===== src/rtl/adt_pkg.sv =====
package adt_pkg;

  // Bits needed to index n items (ceil(log2(n))), 0 for n <= 1.
  function automatic int adt_clog2(input int n);
    int r;
    int m;
    r = 0;
    m = n - 1;
    while (m > 0) begin
      r = r + 1;
      m = m >> 1;
    end
    return r;
  endfunction

  // Operand count after lvl reduction levels starting from n operands.
  function automatic int adt_ops_at(input int n, input int lvl);
    int c;
    c = n;
    for (int k = 0; k < lvl; k++) begin
      c = (c + 1) / 2;
    end
    return c;
  endfunction

endpackage


===== src/rtl/adt_rst_sync.sv =====
module adt_rst_sync (
  input  logic clk,
  input  logic rst_n,
  output logic rst_sync_n
);

  logic [1:0] sync_q;

  always_ff @(posedge clk or negedge rst_n) begin
    if (!rst_n) begin
      sync_q <= 2'b00;
    end else begin
      sync_q <= {sync_q[0], 1'b1};
    end
  end

  assign rst_sync_n = sync_q[1];

endmodule


===== src/rtl/adt_valid_pipe.sv =====
module adt_valid_pipe #(
  parameter int STAGES = 4
) (
  input  logic            clk,
  input  logic            rst_n,
  input  logic            in_v,
  output logic [STAGES:0] taps
);

  logic [STAGES-1:0] vq;

  assign taps = {vq, in_v};

  always_ff @(posedge clk or negedge rst_n) begin
    if (!rst_n) begin
      vq <= '0;
    end else begin
      vq <= taps[STAGES-1:0];
    end
  end

  // each valid stage is the previous one delayed by one clock
  for (genvar j = 0; j < STAGES; j++) begin : g_chk
    a_r2_valid_step: assert property (@(posedge clk) disable iff (!rst_n)
      $past(rst_n) |-> (vq[j] == $past(taps[j])));
  end

endmodule


===== src/rtl/adt_level.sv =====
module adt_level
  import adt_pkg::*;
#(
  parameter int N_IN = 9,
  parameter int W_IN = 8,
  parameter int GROW = 1
) (
  input  logic                            clk,
  input  logic                            rst_n,
  input  logic                            en,
  input  logic [N_IN*W_IN-1:0]            ops_i,
  output logic [((N_IN+1)/2)*(W_IN+GROW)-1:0] ops_o
);

  localparam int N_OUT = (N_IN + 1) / 2;
  localparam int W_OUT = W_IN + GROW;
  localparam int PAIRS = N_IN / 2;
  localparam int ODD   = N_IN % 2;
  localparam int TOT_W = W_IN + adt_clog2(N_IN) + 1;

  logic [W_OUT-1:0]       sum_d [N_OUT];
  logic [N_OUT*W_OUT-1:0] sum_flat;
  logic [N_OUT*W_OUT-1:0] sum_q;

  // next state: neighbour pairs, one bit wider
  for (genvar p = 0; p < PAIRS; p++) begin : g_pair
    assign sum_d[p] = W_OUT'(ops_i[2*p*W_IN +: W_IN])
                    + W_OUT'(ops_i[(2*p+1)*W_IN +: W_IN]);
  end

  // unpaired highest operand is zero-extended and forwarded
  if (ODD == 1) begin : g_odd
    assign sum_d[N_OUT-1] = W_OUT'(ops_i[(N_IN-1)*W_IN +: W_IN]);

    a_r4_odd_forward: assert property (@(posedge clk) disable iff (!rst_n)
      en |=> (ops_o[(N_OUT-1)*W_OUT +: W_OUT] ==
              W_OUT'($past(ops_i[(N_IN-1)*W_IN +: W_IN]))));
  end

  always_comb begin
    for (int j = 0; j < N_OUT; j++) begin
      sum_flat[j*W_OUT +: W_OUT] = sum_d[j];
    end
  end

  // register with explicit clock enable
  always_ff @(posedge clk or negedge rst_n) begin
    if (!rst_n) begin
      sum_q <= '0;
    end else if (en) begin
      sum_q <= sum_flat;
    end
  end

  assign ops_o = sum_q;

  function automatic logic [TOT_W-1:0] tot_in(input logic [N_IN*W_IN-1:0] v);
    logic [TOT_W-1:0] t;
    t = '0;
    for (int i = 0; i < N_IN; i++) t = t + TOT_W'(v[i*W_IN +: W_IN]);
    return t;
  endfunction

  function automatic logic [TOT_W-1:0] tot_out(input logic [N_OUT*W_OUT-1:0] v);
    logic [TOT_W-1:0] t;
    t = '0;
    for (int i = 0; i < N_OUT; i++) t = t + TOT_W'(v[i*W_OUT +: W_OUT]);
    return t;
  endfunction

  // a level never changes the total it carries
  a_r1_total_kept: assert property (@(posedge clk) disable iff (!rst_n)
    en |=> (tot_out(ops_o) == $past(tot_in(ops_i))));

  // an idle level keeps its contents
  a_r7_hold_idle: assert property (@(posedge clk) disable iff (!rst_n)
    !en |=> $stable(ops_o));

endmodule


===== src/rtl/adder_tree_pipe.sv =====
module adder_tree_pipe
  import adt_pkg::*;
#(
  parameter int N_OPS = 9,
  parameter int OP_W  = 8
) (
  input  logic                    clk,
  input  logic                    rst_n,
  input  logic                    in_valid,
  input  logic [N_OPS*OP_W-1:0]   in_data,
  output logic                    out_valid,
  output logic [OP_W+adt_clog2(N_OPS)-1:0] out_sum
);

  localparam int LVLS = (N_OPS == 1) ? 1 : adt_clog2(N_OPS);
  localparam int GROW = (N_OPS == 1) ? 0 : 1;

  logic          rst_ni;
  logic [LVLS:0] stage_v;

  adt_rst_sync u_rst (
    .clk        (clk),
    .rst_n      (rst_n),
    .rst_sync_n (rst_ni)
  );

  adt_valid_pipe #(.STAGES(LVLS)) u_vpipe (
    .clk   (clk),
    .rst_n (rst_ni),
    .in_v  (in_valid),
    .taps  (stage_v)
  );

  for (genvar k = 0; k < LVLS; k++) begin : g_lvl
    localparam int CI = adt_ops_at(N_OPS, k);
    localparam int CO = adt_ops_at(N_OPS, k + 1);
    localparam int WI = OP_W + k * GROW;
    localparam int WO = WI + GROW;

    logic [CI*WI-1:0] lvl_d;
    logic [CO*WO-1:0] lvl_q;

    if (k == 0) begin : g_src
      assign lvl_d = in_data;
    end else begin : g_src
      assign lvl_d = g_lvl[k-1].lvl_q;
    end

    adt_level #(.N_IN(CI), .W_IN(WI), .GROW(GROW)) u_lvl (
      .clk   (clk),
      .rst_n (rst_ni),
      .en    (stage_v[k]),
      .ops_i (lvl_d),
      .ops_o (lvl_q)
    );
  end

  assign out_sum   = g_lvl[LVLS-1].lvl_q;
  assign out_valid = stage_v[LVLS];

  // while the internal reset is low nothing is presented
  a_r5_reset_clear: assert property (@(posedge clk)
    !rst_ni |-> (!out_valid && (out_sum == '0)));

endmodule


===== config.mk =====
export PLATFORM = sky130hd
export DESIGN_NAME = adder_tree_pipe
export DESIGN_NICKNAME = d
export VERILOG_FILES = /design/src/rtl/adt_pkg.sv /design/src/rtl/adt_rst_sync.sv /design/src/rtl/adt_valid_pipe.sv /design/src/rtl/adt_level.sv /design/src/rtl/adder_tree_pipe.sv
export SDC_FILE = /design/constraint.sdc
export NUM_CORES = 1
export LEC_CHECK = 0
export CAP_MARGIN = 30
export CORE_MARGIN = 4
export CORE_UTILIZATION = 45
export DETAILED_ROUTE_END_ITERATION = 16
export PLACE_DENSITY = 0.8
export SYNTH_ARGS = -nofsm -noshare
export SYNTH_HDL_FRONTEND = slang
export SYNTH_SLANG_ARGS = --single-unit

===== constraint.sdc =====
create_clock -name clk -period 3 [get_ports clk]
set_input_delay 0.6 -clock clk [delete_from_list [all_inputs] [get_ports clk]]
set_output_delay 0.6 -clock clk [all_outputs]
set_load 0.02 [all_outputs]

[Word-level counts from Yosys, hierarchy flattened]
Cells that the tools add are included.
Storage, ports and cells
  flip-flop bits (word level): 109
  logic and storage cells: 14
  bits of input ports: 75
Operators by class
  add/subtract/negate cells: 8
Operator list (number)
  $add 8x8->9: 4
  $add 9x9->10: 2
  $add 11x8->12: 1
  $add 10x10->11: 1

[Logic depth before layout (Yosys ltp)]
  depth after elaboration: 1
  depth in mapped cells: 8
  gate-level depth less buffers: 8

[Cells and area by module]
A second synthesis with hierarchy kept.
Second synthesis, totals
  cells, all modules: 723
  area total of the unflattened synthesis: 7415.9 um^2
Modules (own cells, without submodules)
  adt_level (g_lvl[0].u_lvl): cells an instance 317, times used 1, area an instance 3140.5 um^2
  adt_level (g_lvl[1].u_lvl): cells an instance 194, times used 1, area an instance 1968.1 um^2
  adt_level (g_lvl[2].u_lvl): cells an instance 112, times used 1, area an instance 1232.4 um^2
  adt_level (g_lvl[3].u_lvl): cells an instance 92, times used 1, area an instance 913.4 um^2
  adt_valid_pipe: cells an instance 5, times used 1, area an instance 107.6 um^2
  adt_rst_sync: cells an instance 3, times used 1, area an instance 53.8 um^2

[Worst setup path after synthesis]
Ideal clock, no wire load.
  path kind: input to register
  start: input port in_data[32]
  end: register g_lvl[0].u_lvl.sum_q[24]
  path buffers: 0
  setup time: 0.125 ns
  arrival: 2.240 ns
  stages on the path: 7
  data required time: 2.875 ns
  setup slack: 0.636 ns
  cells stage by stage: ha_1 > fa_1 > a21o_1 > a311o_1 > a21oi_1 > xnor2_1 > mux2_2
Between the ends
  cells in the longest elaborated chain, start to end: 1
Ends and longest elaborated chain
  from (decl): RTL line adder_tree_pipe.sv:10  | input logic [N_OPS*OP_W-1:0] in_data,
  $add 8x8->9: RTL line adt_level.sv:28  | + W_OUT'(ops_i[(2*p+1)*W_IN +: W_IN]);
  to (signal assigned): RTL line adt_level.sv:51  | sum_q <= sum_flat;
  to (decl): RTL line adt_level.sv:23  | logic [N_OUT*W_OUT-1:0] sum_q;
No other way between the ends.
A chain may end at the register's enable or synchronous reset.

[Worst setup path in the final report]
  start: input port in_data[40]
  end: register g_lvl[0].u_lvl.sum_q[24]
Same word-level chain as after synthesis.

==> results.py <==
metrics = {
    "critical_path": {
        "critical_path.endpoint_type": "flip-flop",
        "worst_reg2reg_startpoint": "g_lvl[0].u_lvl.ops_o[27]",
        "crit_required_ps": 3230,
        "timing.critical_path.cells": "clkdlybuf4s50_1, ha_1, fa_1, a21o_1, a311o_1, a21oi_1, xnor2_1, mux2_2",
        "critical_path_arrival_ps": 2780,
        "critical_path.max_fanout": 3,
        "worst-r2r-setup-slack_ps": 720,
        "critical_path.startpoint_type": "input pin",
        "cp-startpoint": "in_data[40]",
        "timing.critical_path.slowest_stage_cell": "clkdlybuf4s50_1",
        "critPathMaxStageDelay_ps": 420,
        "setup.worst_path.class": "input pin to flip-flop",
    },
    "grt": {
        "globalRouteOverflowTotal": 0,
        "grt_use_total_pct": 16.4,
        "first_global_vias": 4883,
        "antenna_found_initial": 0,
        "grt_pass1_wl_mm": 22.5,
        "pin_count_of_the_biggest_net_entering_global_routing": 57,
    },
    "die": {
        "dieHeight_um": 129,
        "die-area_mm2": 0.0165,
        "horiz_die_dim_um": 129,
        "top_level_ports": 88,
        "rows": 43,
        "core_footprint_mm2": 0.0140,
        "floorplan.initialDensity_pct": 46.6,
    },
    "synthesis": {
        "postSynthNetCount": 751,
        "yosys.cell_types.count": 48,
        "synthesis.yosys.warnings": 0,
        "ys.flop_type": "dfrtp_1",
        "synth-edff-count": 0,
        "synthesis.area_mm2": 0.00655,
        "synthesis.area_per_instance_um2": 10.9,
        "ys_async_sr_fraction_pct": 100,
        "yosys_register_bits": 109,
        "number_of_instances_in_the_synthesized_netlist": 600,
        "synth_sequential_area_ratio_pct": 41.7,
    },
    "clock_network": {
        "ctsResizeCount": 0,
        "cts_buffers": 9,
        "post_cts_hold_buffer_count": 0,
        "cts_tree": "built",
        "clk_path_buf_depth": 2,
        "cts_sinks": 109,
        "post-cts-setup-buffer-count": 0,
        "root_buffer": "clkbuf_16",
        "clk_slew_on_worst_s_h_paths_ps": 70,
        "insertion_delay_ps": 340,
        "htree_levels": 3,
    },
    "timing": {
        "finalCriticalPeriod_ps": 2560,
        "timing.final.crit_share_pct": 85.3,
        "rsz0062_at_grt": "false",
        "tightest_slew_ps": 914,
        "pins_over_slew_limit": 0,
        "finalSetupTns_ps": 0,
        "report.final.setup_viol": 0,
        "clock_skew_ps": 8.34,
        "slew-limit-headroom_pct": 39.0,
        "worst_slack_ps": 442,
        "fmax_ghz": 0.391,
        "hold_violations": 0,
    },
    "placement": {
        "post_detail_place_hpwl_mm": 10.3,
        "dp_slack_ps": 109,
        "dpl.cell_count": 856,
        "port_buffers": 87,
        "finalWeightedCongestion": 0.852,
    },
    "final_layout": {
        "fillers": 1157,
        "areaGrowthSynthToFinish_pct": 21.0,
        "finalNonFillerCells": 872,
        "finalNetCount": 838,
        "leading_cell_types_in_the_layout_fill_and_taps_excluded": "108 x dfrtp_1, 86 x clkdlybuf4s50_1, 68 x ha_1, 57 x mux2_2, 40 x a21oi_1",
        "mostFrequentLayoutCell": "dfrtp_1",
        "post_route_cells_drive_above_1_share_pct": 12.9,
        "antenna-diode-count": 0,
    },
    "hold_path": {
        "worstHoldStart": "u_rst.sync_q[0]",
        "holdCritPathClass": "flip-flop to flip-flop",
    },
    "routing": {
        "num_vias": 4784,
        "post_drt_wl_per_cell_um": 15.0,
        "iter_0_drt_violations": 288,
        "detail_route_antenna_nets": 0,
        "firstDrtPassIters": 6,
        "avgViaCountPerCell": 5.49,
        "count_of_unresolved_drc_violations_after_routing": 0,
        "wl_mm": 13.1,
    },
    "power_and_ir_drop": {
        "total_power_after_layout_mw": 6.37,
        "max-vdd-ir-drop_mv": 0.473,
        "cellPowerDensity_mw_per_mm2": 804,
        "cellLeakagePower_nw": 3.47,
    },
    "outcome": {
        "outcome": "finished, final reports clean",
    },
    "run": {
        "maxCapViolations": 0,
    },
}
[through the flow]
step | cell area, um2 | utilization, % | hold WS (ps)
after floorplan | 6550 | - | 304
after global placement | 7620 | 54.3 | 338
after detailed placement | 7620 | 54.3 | 338
after CTS | 7920 | 56.4 | 354
after global routing | 7920 | 56.4 | 367
final | 7920 | 56.4 | 350
[power by group]
part           leakage [nW]  internal, mW  total, mW  switching, mW
logic                  2.05          1.51       2.97           1.46
registers              1.28          1.90       2.21          0.308
clock network         0.146         0.672       1.19          0.517
total                  3.47          4.08       6.37           2.29
[synth_stat cells (7+ instances only)]
| library cell | number | area share (%) |
|---|---|---|
| xnor2_1 | 25 | 3.3 |
| ha_1 | 68 | 13 |
| mux2_2 | 57 | 9.8 |
| xor2_1 | 10 | 1.3 |
| a211oi_1 | 20 | 2.3 |
| dfrtp_1 | 109 | 42 |
| nand2_1 | 20 | 1.1 |
| a21oi_1 | 40 | 3.1 |
| nand2b_1 | 8 | 0.76 |
| fa_1 | 8 | 2.4 |
| clkbuf_1 | 15 | 0.86 |
| inv_1 | 24 | 1.4 |
| a21o_1 | 21 | 2.4 |
| o21bai_1 | 7 | 0.80 |
| o21ai_0 | 34 | 2.6 |
| nor3_1 | 12 | 0.92 |
| nor2_1 | 38 | 2.2 |
[cell families after synthesis]
logic type	synth area share, %
AO/OA/AOI/OAI	18.0
flip-flops	41.7
AND/OR/NAND/NOR	7.36
adder cells (fa/ha/maj)	15.4
multiplexers	10.5
buffers and inverters	2.31
XOR/XNOR	4.68
other	0.0573
[area by class of cell]
class / instances / area (um2) / share of cell area [%]
multi-input cells: 451 / 3670 / 46.3
flip-flops and latches: 109 / 2730 / 34.5
repair buffers: 92 / 903 / 11.4
clock buffers: 11 / 243 / 3.06
well taps: 180 / 225 / 2.84
inverters: 24 / 90.1 / 1.14
clock inverters: 5 / 60.1 / 0.758
[path summary, 6_finish.rpt]
| kind | endpoint | depth (start not counted) |
|---|---|---|
| setup / recovery | g_lvl[0].u_lvl.ops_o[24] | 8 |
| hold / removal | u_rst.sync_q[1] | 0 |
| setup reg to reg | g_lvl[1].u_lvl.ops_o[18] | 7 |
| hold reg to reg | u_rst.sync_q[1] | 0 |
| max in group asynchronous | g_lvl[1].u_lvl.ops_o[5] | 1 |
| min in group asynchronous | g_lvl[1].u_lvl.ops_o[15] | 0 |
[critical path: cells and delay by family]
kind            cells  cell delay (ps)
mux                 1              260
compound gates      3              770
xor+xnor            1               90
fa+ha+maj           2              640
buf+inv             1              420
[registers in the layout (all words and copies together) (netlist names)]
name / count
g_lvl.u_lvl.ops_o: 103
u_vpipe.vq: 4
u_rst.sync_q: 2
[routing by layer]
metal	vias up	global-route usage (%)	share of wire [%]
li1	2390	-	-
met1	2273	20.7	45
met2	105	29.0	49
met3	16	3.28	4.0
met4	0	3.71	1.2
met5	-	0	0
(Power assumes the default switching activity.)
